==> config.mk <==
export PLATFORM = sky130hd
export DESIGN_NAME = rx_desc_dma
export DESIGN_NICKNAME = d
export VERILOG_FILES = /design/src/rtl/rxdma_pkg.sv /design/src/rtl/rxdma_regs.sv /design/src/rtl/rxdma_engine.sv /design/src/rtl/rx_desc_dma.sv
export SDC_FILE = /design/constraint.sdc
export NUM_CORES = 1
export LEC_CHECK = 0
export ABC_AREA = 1
export BUFFER_PORTS_ARGS = -buffer_cell sky130_fd_sc_hd__buf_2
export CAP_MARGIN = 25
export CORE_MARGIN = 8
export CORE_UTILIZATION = 58
export CTS_BUF_LIST = sky130_fd_sc_hd__clkbuf_8 sky130_fd_sc_hd__clkbuf_16
export CTS_CLUSTER_DIAMETER = 100
export DETAILED_ROUTE_END_ITERATION = 16
export PLACE_DENSITY = 0.78
export RECOVER_POWER = 50
export SYNTH_ARGS = -nofsm -noshare
export SYNTH_HDL_FRONTEND = slang
export SYNTH_SLANG_ARGS = --single-unit
==> constraint.sdc <==
create_clock -name clk -period 2.9 [get_ports clk]
set_input_delay 0.29 -clock clk [delete_from_list [all_inputs] [get_ports clk]]
set_output_delay 0.29 -clock clk [all_outputs]
set_load 0.005 [all_outputs]
==> src/rtl/rxdma_pkg.sv <==
package rxdma_pkg;

    // completion word layout (word 2 of a descriptor)
    localparam int W2_LEN_W    = 14;
    localparam int DESC_SHIFT  = 4;   // 16-byte descriptor stride
    localparam int W1_OFFSET   = 0;
    localparam int W2_OFFSET   = 4;

    // control / index-reset bit positions
    localparam int CTRL_EN_BIT   = 2;
    localparam int CTRL_BUSY_BIT = 3;
    localparam int IDXRST_BIT    = 16;

    typedef struct packed {
        logic                done;
        logic                last_seg;
        logic [W2_LEN_W-1:0] len;
        logic [15:0]         keep;
    } rx_word2_t;

    typedef enum logic [2:0] {
        REG_BASE   = 3'd0,
        REG_COUNT  = 3'd1,
        REG_CPU    = 3'd2,
        REG_DMA    = 3'd3,
        REG_CTRL   = 3'd4,
        REG_IDXRST = 3'd5,
        REG_DROPS  = 3'd6
    } reg_sel_e;

    typedef enum logic [2:0] {
        S_IDLE,
        S_FETCH,
        S_LOAD,
        S_DATA,
        S_DROP,
        S_CRD,
        S_CWR
    } rx_state_e;

    function automatic rx_word2_t make_word2(input logic [W2_LEN_W-1:0] len,
                                             input logic [15:0] low);
        rx_word2_t w;
        w.done     = 1'b1;
        w.last_seg = 1'b1;
        w.len      = len;
        w.keep     = low;
        return w;
    endfunction

    function automatic logic [3:0] lane_strobe(input logic [1:0] lane);
        return 4'b0001 << lane;
    endfunction

endpackage

==> src/rtl/rxdma_regs.sv <==
module rxdma_regs
    import rxdma_pkg::*;
#(
    parameter int AW        = 32,
    parameter int MAX_DESC  = 256,
    parameter int IW        = 8,
    parameter int CNTW      = 9
) (
    input  logic            clk,
    input  logic            rst,
    input  logic            reg_we,
    input  logic [2:0]      reg_addr,
    input  logic [31:0]     reg_wdata,
    output logic [31:0]     reg_rdata,
    input  logic            busy,
    input  logic [IW-1:0]   dma_idx,
    input  logic [31:0]     drops,
    output logic [AW-1:0]   ring_base,
    output logic [CNTW-1:0] ring_count,
    output logic [IW-1:0]   cpu_idx,
    output logic            enable,
    output logic            idx_rst
);

    always_ff @(posedge clk) begin
        if (rst) begin
            ring_base  <= '0;
            ring_count <= CNTW'(MAX_DESC);
            cpu_idx    <= IW'(MAX_DESC - 1);
            enable     <= 1'b0;
        end else if (reg_we) begin
            case (reg_addr)
                REG_BASE:  ring_base  <= reg_wdata[AW-1:0];
                REG_COUNT: ring_count <= reg_wdata[CNTW-1:0];
                REG_CPU:   cpu_idx    <= reg_wdata[IW-1:0];
                REG_CTRL:  enable     <= reg_wdata[CTRL_EN_BIT];
                default: ;
            endcase
        end
    end

    assign idx_rst = reg_we && (reg_addr == REG_IDXRST) && reg_wdata[IDXRST_BIT];

    always_comb begin
        reg_rdata = '0;
        case (reg_addr)
            REG_BASE:  reg_rdata = 32'(ring_base);
            REG_COUNT: reg_rdata = 32'(ring_count);
            REG_CPU:   reg_rdata = 32'(cpu_idx);
            REG_DMA:   reg_rdata = 32'(dma_idx);
            REG_CTRL: begin
                reg_rdata[CTRL_EN_BIT]   = enable;
                reg_rdata[CTRL_BUSY_BIT] = busy;
            end
            REG_DROPS: reg_rdata = drops;
            default:   reg_rdata = '0;
        endcase
    end

endmodule

==> src/rtl/rxdma_engine.sv <==
module rxdma_engine
    import rxdma_pkg::*;
#(
    parameter int AW        = 32,
    parameter int IW        = 8,
    parameter int CNTW      = 9,
    parameter int BUF_BYTES = 2048
) (
    input  logic            clk,
    input  logic            rst,
    input  logic            enable,
    input  logic            idx_rst,
    input  logic [AW-1:0]   ring_base,
    input  logic [CNTW-1:0] ring_count,
    input  logic [IW-1:0]   cpu_idx,
    input  logic            in_valid,
    input  logic [7:0]      in_data,
    input  logic            in_last,
    output logic            in_ready,
    output logic            mem_re,
    output logic            mem_we,
    output logic [AW-1:0]   mem_addr,
    output logic [3:0]      mem_be,
    output logic [31:0]     mem_wdata,
    input  logic [31:0]     mem_rdata,
    output logic [IW-1:0]   dma_idx,
    output logic [31:0]     drops,
    output logic            busy
);

    localparam int CW = $clog2(BUF_BYTES + 1);

    rx_state_e       state;
    logic [AW-1:0]   buf_ptr;
    logic [CW-1:0]   cnt;
    logic [IW-1:0]   idx_q;
    logic [31:0]     drop_q;
    logic [IW-1:0]   idx_next;
    logic [AW-1:0]   desc_addr;
    logic [AW-1:0]   byte_addr;
    logic            has_free;
    logic            room;
    logic            take;
    rx_word2_t       w2;

    assign has_free  = (idx_q != cpu_idx);
    assign room      = (cnt < CW'(BUF_BYTES));
    assign in_ready  = (state == S_DATA) || (state == S_DROP);
    assign take      = in_valid && in_ready;
    assign desc_addr = ring_base + (AW'(idx_q) << DESC_SHIFT);
    assign byte_addr = buf_ptr + AW'(cnt);
    assign idx_next  = ((CNTW'(idx_q) + CNTW'(1)) >= ring_count) ? '0 : idx_q + IW'(1);
    assign w2        = make_word2(W2_LEN_W'(cnt), mem_rdata[15:0]);

    always_ff @(posedge clk) begin
        if (rst) begin
            state   <= S_IDLE;
            buf_ptr <= '0;
            cnt     <= '0;
            drop_q  <= '0;
        end else begin
            case (state)
                S_IDLE: begin
                    if (enable && in_valid) begin
                        if (has_free) begin
                            state <= S_FETCH;
                        end else begin
                            state  <= S_DROP;
                            drop_q <= drop_q + 32'd1;
                        end
                    end
                end
                S_FETCH: state <= S_LOAD;
                S_LOAD: begin
                    buf_ptr <= mem_rdata[AW-1:0];
                    cnt     <= '0;
                    state   <= S_DATA;
                end
                S_DATA: begin
                    if (take) begin
                        if (room) cnt <= cnt + CW'(1);
                        if (in_last) state <= S_CRD;
                    end
                end
                S_DROP: if (take && in_last) state <= S_IDLE;
                S_CRD:  state <= S_CWR;
                S_CWR:  state <= S_IDLE;
                default: state <= S_IDLE;
            endcase
        end
    end

    always_ff @(posedge clk) begin
        if (rst || idx_rst) idx_q <= '0;
        else if (state == S_CWR) idx_q <= idx_next;
    end

    always_comb begin
        mem_re    = 1'b0;
        mem_we    = 1'b0;
        mem_addr  = '0;
        mem_be    = 4'b0000;
        mem_wdata = '0;
        case (state)
            S_FETCH: begin
                mem_re   = 1'b1;
                mem_addr = desc_addr + AW'(W1_OFFSET);
            end
            S_DATA: begin
                mem_we    = in_valid && room;
                mem_addr  = {byte_addr[AW-1:2], 2'b00};
                mem_be    = lane_strobe(byte_addr[1:0]);
                mem_wdata = {4{in_data}};
            end
            S_CRD: begin
                mem_re   = 1'b1;
                mem_addr = desc_addr + AW'(W2_OFFSET);
            end
            S_CWR: begin
                mem_we    = 1'b1;
                mem_addr  = desc_addr + AW'(W2_OFFSET);
                mem_be    = 4'b1111;
                mem_wdata = w2;
            end
            default: ;
        endcase
    end

    assign dma_idx = idx_q;
    assign drops   = drop_q;
    assign busy    = (state != S_IDLE);


    rw_excl_chk: assert property (@(posedge clk) disable iff (rst)
        !(mem_re && mem_we));


    len_cap_chk: assert property (@(posedge clk) disable iff (rst)
        cnt <= CW'(BUF_BYTES));


    cmpl_order_chk: assert property (@(posedge clk) disable iff (rst)
        (state == S_CWR) |-> ($past(state) == S_CRD));


    busy_fall_chk: assert property (@(posedge clk) disable iff (rst)
        $fell(busy) |-> ($past(state) == S_CWR || $past(state) == S_DROP));


    idxrst_chk: assert property (@(posedge clk) disable iff (rst)
        idx_rst |=> (dma_idx == '0));


    drop_quiet_chk: assert property (@(posedge clk) disable iff (rst)
        (state == S_DROP) |-> (!mem_we && !mem_re && $stable(dma_idx)));

endmodule

==> src/rtl/rx_desc_dma.sv <==
module rx_desc_dma
    import rxdma_pkg::*;
#(
    parameter int ADDR_W    = 32,
    parameter int MAX_DESC  = 256,
    parameter int BUF_BYTES = 2048
) (
    input  logic              clk,
    input  logic              rst,
    input  logic              reg_we,
    input  logic [2:0]        reg_addr,
    input  logic [31:0]       reg_wdata,
    output logic [31:0]       reg_rdata,
    input  logic              in_valid,
    input  logic [7:0]        in_data,
    input  logic              in_last,
    output logic              in_ready,
    output logic              mem_re,
    output logic              mem_we,
    output logic [ADDR_W-1:0] mem_addr,
    output logic [3:0]        mem_be,
    output logic [31:0]       mem_wdata,
    input  logic [31:0]       mem_rdata
);

    localparam int IW   = (MAX_DESC > 1) ? $clog2(MAX_DESC) : 1;
    localparam int CNTW = $clog2(MAX_DESC + 1);

    logic [ADDR_W-1:0] ring_base;
    logic [CNTW-1:0]   ring_count;
    logic [IW-1:0]     cpu_idx;
    logic [IW-1:0]     dma_idx;
    logic [31:0]       drops;
    logic              enable;
    logic              idx_rst;
    logic              busy;

    rxdma_regs #(
        .AW(ADDR_W), .MAX_DESC(MAX_DESC), .IW(IW), .CNTW(CNTW)
    ) i_regs (
        .clk(clk), .rst(rst),
        .reg_we(reg_we), .reg_addr(reg_addr), .reg_wdata(reg_wdata), .reg_rdata(reg_rdata),
        .busy(busy), .dma_idx(dma_idx), .drops(drops),
        .ring_base(ring_base), .ring_count(ring_count), .cpu_idx(cpu_idx),
        .enable(enable), .idx_rst(idx_rst)
    );

    rxdma_engine #(
        .AW(ADDR_W), .IW(IW), .CNTW(CNTW), .BUF_BYTES(BUF_BYTES)
    ) i_engine (
        .clk(clk), .rst(rst),
        .enable(enable), .idx_rst(idx_rst),
        .ring_base(ring_base), .ring_count(ring_count), .cpu_idx(cpu_idx),
        .in_valid(in_valid), .in_data(in_data), .in_last(in_last), .in_ready(in_ready),
        .mem_re(mem_re), .mem_we(mem_we), .mem_addr(mem_addr), .mem_be(mem_be),
        .mem_wdata(mem_wdata), .mem_rdata(mem_rdata),
        .dma_idx(dma_idx), .drops(drops), .busy(busy)
    );

endmodule

# Word level (Yosys, flattened, before mapping)

Index checks and enable logic that the tools add are counted.

Register bits after elaboration: 137
Bits of input ports: 80
Logic and storage cells: 77
Output and inout bits: 103

Multiplexer cells: 18
Order comparisons: 2
$add $sub $neg: 7
Reduce and logical (&&, ||, !) cells: 21
Equal/unequal tests: 18
Bitwise operators: 1
Shift-type cells: 1

Operators with widths:

| cell                  | number |
|---|---|
| $pmux 28 s5           | 1 |
| $pmux 32 s3           | 1 |
| $add 32x12->32        | 2 |
| $pmux 32 s2           | 1 |
| $add 32x1->32 const B | 1 |
| $add 32x3->32 const B | 1 |
| $mux 12               | 2 |
| $pmux 12 s2           | 1 |
| $eq 3x3->1 const B    | 6 |
| $pmux 3 s6            | 1 |
| $mux 3                | 5 |
| $add 12x1->12 const B | 1 |
| $eq 3x2->1 const B    | 4 |
| $lt 12x12->1 const B  | 1 |
| $pmux 2 s6            | 1 |
| $pmux 2 s5            | 1 |
| $add 8x1->9 const B   | 1 |
| $ge 9x9->1            | 1 |
| $add 8x1->8 const B   | 1 |
| $mux 8                | 1 |
| $ne 8x8->1            | 1 |
| $pmux 4 s2            | 1 |
| $reduce_and 2->1      | 4 |
| $eq 3x1->1 const B    | 2 |
| 14 further kinds      | 26 |

# Logic depth before layout (Yosys ltp)

Depth after elaboration: 6
Mapped depth: 18
Depth with buffers taken out: 18

# By module

From an unflattened synthesis, not the netlist that was laid out.

Cells, all modules: 1,910
Area, all modules: 11,310.8 sq um

Modules (own cells, without submodules):

| module       | times used | cells an instance | area an instance (sq um) | sequential area each (sq um) |
|---|---|---|---|---|
| rxdma_engine | 1          | 1,487             | 8,558.2                  | 1,741.7 |
| rxdma_regs   | 1          | 423               | 2,752.6                  | 1,001.0 |

# Worst setup path after synthesis

No wires, ideal clock.

Path type: register to output
Start: register i_engine.idx_q[0] (netlist: i_engine.dma_idx[0])
End: output port mem_addr[28]
Setup slack: 0.276 ns
Cell stages (with the launch flop): 15
Data required time: 2.610 ns
Arrival: 2.334 ns
Path through: dfxtp_1 ha_1 fa_1 nand3_1 nor2_2 nand3_2 nor2_2 nand3_2 nor2_2 nand3_2 nor2_4 nand3_1 nand2_1 nand3_1 nand2_1

Longest elaborated chain between the ends: 3

Ends and longest elaborated chain:

| element                | RTL line                                 | source |
|---|---|---|
| start, declared        | rxdma_engine.sv:36                       | `logic [IW-1:0] idx_q;` |
| start signal, assigned | rxdma_engine.sv:95                       | `else if (state == S_CWR) idx_q <= idx_next;` |
| $add 32x12->32 (*)     | rxdma_engine.sv:50                       | `assign desc_addr = ring_base + (AW'(idx_q) << DESC_SHIFT);` |
| $add 32x3->32          | rxdma_engine.sv:117, rxdma_engine.sv:121 |  |
| $pmux 32 s3 (*)        | rxdma_engine.sv:104                      | `case (state)` |
| end, declared          | rx_desc_dma.sv:20                        | `output logic [ADDR_W-1:0] mem_addr,` |

Every way passes the cells marked *; elsewhere a longest branch is shown, timed or not.

# Final worst setup path

Start: register i_engine.idx_q[0] (netlist: i_engine.dma_idx[0])
End: output port mem_addr[30]

The elaborated chain is that of the path after synthesis.

==> reports/summary.md <==
* 4310 um — Routed met3 length
* 3.27 ns — final critical-path required period
* ha_4, fa_2, nand3_1, nor2_2, nand3_2, nor2_4, nand3_2, nor3_2, nand3_2, nor2_4, nand2_1, nand2_1, nand3_1, nand2_1, buf_2 — chain of cells forming the critical path
* 47 — number of distinct library cell variants in the gate-level netlist after synthesis
* finished, violations left — result of the run
* 19400 um — met2 WL post-DR
* 6 — Pre-Repair DR Iteration Count
* 6.00 — via count normalized by instance count
* yes — setup repair after global routing missed its margin
* 0 — post-route antenna net violation count
* reg2out — start-to-end type of the worst setup path
* 183 — Top Ports
* 1 — number of max-cap violations
* 59.0% — starting density of the core
* 19.6% — layout cells sized above 1
* -6.65 ns — setup TNS after final layout
* 53 — largest net degree at the start of global routing
* 137 — number of clock sinks
* 5 — number of antenna violations at the first check in global routing
* 1523 — Iteration-0 DRC Markers
* 1.02 — routability congestion estimate from global placement
* 1491 — Filler Cells Inserted
* 0.45 ns — Worst-Skew Late Latency
* flop — startpoint class of the critical path
* 0% — proportion of register bits with asynchronous set or reset after synthesis
* 1 — Bufs and invs on worst path
* 428 nW/um2 — power density over the cells
* 151 um — floorplan die height
* 6.02 um2 — syn_area_per_cell
* 0.58 ns — maximum cell stage delay along the critical path
* 2750 um2 — Reg area
* 49 — row count
* 11900 um2 — post-detailed-placement cell area
* 1875 — Post-Synthesis Net Count
* 0.418 mV — maximum ir drop on the vdd rail
* 12900 um2 — post-route design area
* 35.9% — Global Route Usage Sum
* sky130_fd_sc_hd__fa_2 — cell with the largest stage delay on the worst path
* 43 — Final Max Slew Viols
* 1.71 ns — Worst Tran Pin Value
* 0 — DRC errors left
* met5 — top routing layer in use
* 0 — number of flops mapped to enable cells by yosys
* 0 — Post-CTS Hold Fix Bufs
* 64400 um — first-pass GRT wire length
* 0.306 GHz — max frequency
* 0 — count of endpoints failing hold in the final timing report
* 7090 um2 — Multi-input gate area
* max-capacitance violations, max-slew violations, negative setup slack — failing checks
* 0 — Yosys Warn Count
* 10600 um2 — post-synth design cell area
* yes — clock tree from TritonCTS
* 22900 um2 — area enclosed by the die boundary
* 1760 — Synth Instances
* 2.61 ns — data required time of the critical path
* in2reg — path category of the worst min-delay check
* 0 — sum of overflow across all layers after global routing
* simple AND/OR/NAND/NOR gates — delay-heaviest family, CP
* 4 — CTS HTree Levels
* 19.1 um — Routed WL per cell
* 72.0% — core occupancy in the finished layout
* 2.98 ns — arrival time of data at the critical path endpoint
* 12400 — vias in the first global route
* primary output — CP Capture Type
* 0.0148 ns — clock skew
* 18000 um2 — area of the core region
* 42200 um — Total Routed Length
* 137 — FF+latch count, synth
* -0.0152 ns — Placement Setup Slack
* -0.368 ns — PnR worst setup slack
* 22.0% — Area Overhead vs Synth
* 17 — number of CTS-inserted buffers
* 113% — final period utilization
* 0.07 ns — Clk pin slew, worst setup/hold paths
* 32800 um — final HPWL from detailed placement
* 16100 um — WL met1
* 2 — number of buffers on the longest clock path
* sky130_fd_sc_hd__clkbuf_16 — Clock Tree Root
* sky130_fd_sc_hd__dfxtp_1 — Most used DFF post-synth
* 151 um — Die X-Extent
* 5 — Crit Path Max Fanout
* 182 — input/output buffers
* 26 — Finish-stage setup viols
* 13200 — Vias
* 0.00562 uW — standby leakage power
* -14.1% — worst max-slew margin expressed relative to the limit
* 25.9% — register area share after synthesis
* 2075 — final net count
[layout make-up]
class	count	area share, %
Antenna cell	2	0.0387
Clock buffer	17	3.29
Clock inverter	15	1.16
Inverter	262	7.65
Multi-Input combinational cell	1310	54.8
Sequential cell	137	21.3
Tap cell	229	2.22
Timing Repair Buffer	232	9.50
[cell families after synthesis]
kind of cell    Yosys count  share of synthesized area (%)
fa+ha+maj                35                           4.27
simple gates            898                           38.4
xor+xnor                 23                           1.97
compound gates          354                           18.3
flops                   137                           25.9
buf+inv                 313                           11.2
[state kept, by name, summed over array words and instances (netlist names)]
| register | flops |
|---|---|
| i_engine.drops | 32 |
| i_regs.cpu_idx | 8 |
| i_regs.ring_count | 9 |
| i_engine.dma_idx | 8 |
| i_engine.cnt | 12 |
| i_engine.state | 3 |
| i_regs.enable | 1 |
| i_engine.buf_ptr | 32 |
| i_regs.ring_base | 32 |
[worst register-to-register path, stage by stage, from the launching register on]
cell and delay [ns]:
sky130_fd_sc_hd__dfxtp_1 0.39, sky130_fd_sc_hd__inv_1 0.08, sky130_fd_sc_hd__nor2_1 0.13, sky130_fd_sc_hd__clkbuf_1 0.66
sky130_fd_sc_hd__o21ai_1 0.33, sky130_fd_sc_hd__nor3_1 0.39, sky130_fd_sc_hd__nand3_1 0.18, sky130_fd_sc_hd__nor2_1 0.18
sky130_fd_sc_hd__nand2_1 0.10, sky130_fd_sc_hd__nor3_1 0.21, sky130_fd_sc_hd__a21oi_1 0.10, sky130_fd_sc_hd__nor3_1 0.13
[power by group]
part	internal [uW]	total, uW	leakage (uW)	switching, uW
Sequential	2060	2230	0.00111	174
Clock	1140	2140	0.000278	1000
Combinational	353	1160	0.00423	804
Total	3550	5530	0.00562	1980
[metal layers]
| layer | track usage, % | up-vias |
|---|---|---|
| li1 | - | 6248 |
| met1 | 43.3 | 5995 |
| met2 | 58.1 | 784 |
| met3 | 7.98 | 188 |
| met4 | 20.2 | 6 |
| met5 | 0 | - |
[cell usage in the layout, fill, tap and decap left out, types with 14 or more instances in the layout]
cell,instances
sky130_fd_sc_hd__ha_1,26
sky130_fd_sc_hd__nand2_2,27
sky130_fd_sc_hd__inv_1,245
sky130_fd_sc_hd__buf_4,43
sky130_fd_sc_hd__o21ai_0,126
sky130_fd_sc_hd__a21oi_1,139
sky130_fd_sc_hd__nor2_1,109
sky130_fd_sc_hd__clkbuf_1,32
sky130_fd_sc_hd__o211ai_1,19
sky130_fd_sc_hd__xor2_1,18
sky130_fd_sc_hd__inv_2,15
sky130_fd_sc_hd__nand2_1,427
sky130_fd_sc_hd__nor3_1,48
sky130_fd_sc_hd__nand4_1,26
sky130_fd_sc_hd__nor2_2,15
sky130_fd_sc_hd__dfxtp_1,128
sky130_fd_sc_hd__clkbuf_16,17
sky130_fd_sc_hd__buf_2,155
sky130_fd_sc_hd__nor2_4,14
sky130_fd_sc_hd__nand3_2,19
sky130_fd_sc_hd__o22ai_1,26
sky130_fd_sc_hd__nand3_1,154
[cell usage after synthesis, drive strengths merged, types with 14 or more instances]
library cell	count	area share (%)
xor2	19	1.6
nor3	53	2.7
o21ai	135	6.4
nor2	138	5.5
ha	33	3.9
dfxtp	137	26
nand4	26	1.5
a21oi	145	6.8
nor4	14	0.83
nand3	178	8.9
o211ai	19	1.3
clkbuf	40	1.4
nand2	462	17
o22ai	27	1.6
inv	260	9.2
[worst paths after layout]
| path | cells past startpoint | endpoint | slack [ns] | from |
|---|---|---|---|---|
| worst max-delay path | 15 | mem_addr[30] | -0.37 | i_engine.dma_idx[0] |
| worst min-delay path | 3 | i_regs.ring_count[8] | 0.1 | reg_wdata[8] |
| worst max register to register | 11 | i_engine.cnt[10] | -0.05 | i_engine.state[1] |
| worst min register to register | 2 | i_engine.buf_ptr[11] | 0.47 | i_engine.buf_ptr[11] |
[per-stage QoR]
stage | hold slack [ns] | total power (uW) | std cells
after floorplan | 0.416 | 2930 | 1760
after global placement | 0.452 | 3320 | 2161
after detailed placement | 0.458 | 3360 | 2161
after CTS | 0.0888 | 5500 | 2195
after global routing | 0.101 | 5750 | 2202
final | 0.0990 | 5530 | 2204
[what timing repair did]
action                     in CTS  in global routing
setup endpoints to repair      25                 35
cloned                          0                  0
pin swaps                      24                 27
buffers inserted                2                  7
resized for setup              50                 54
Note: power is estimated with default switching activity, not from simulation.
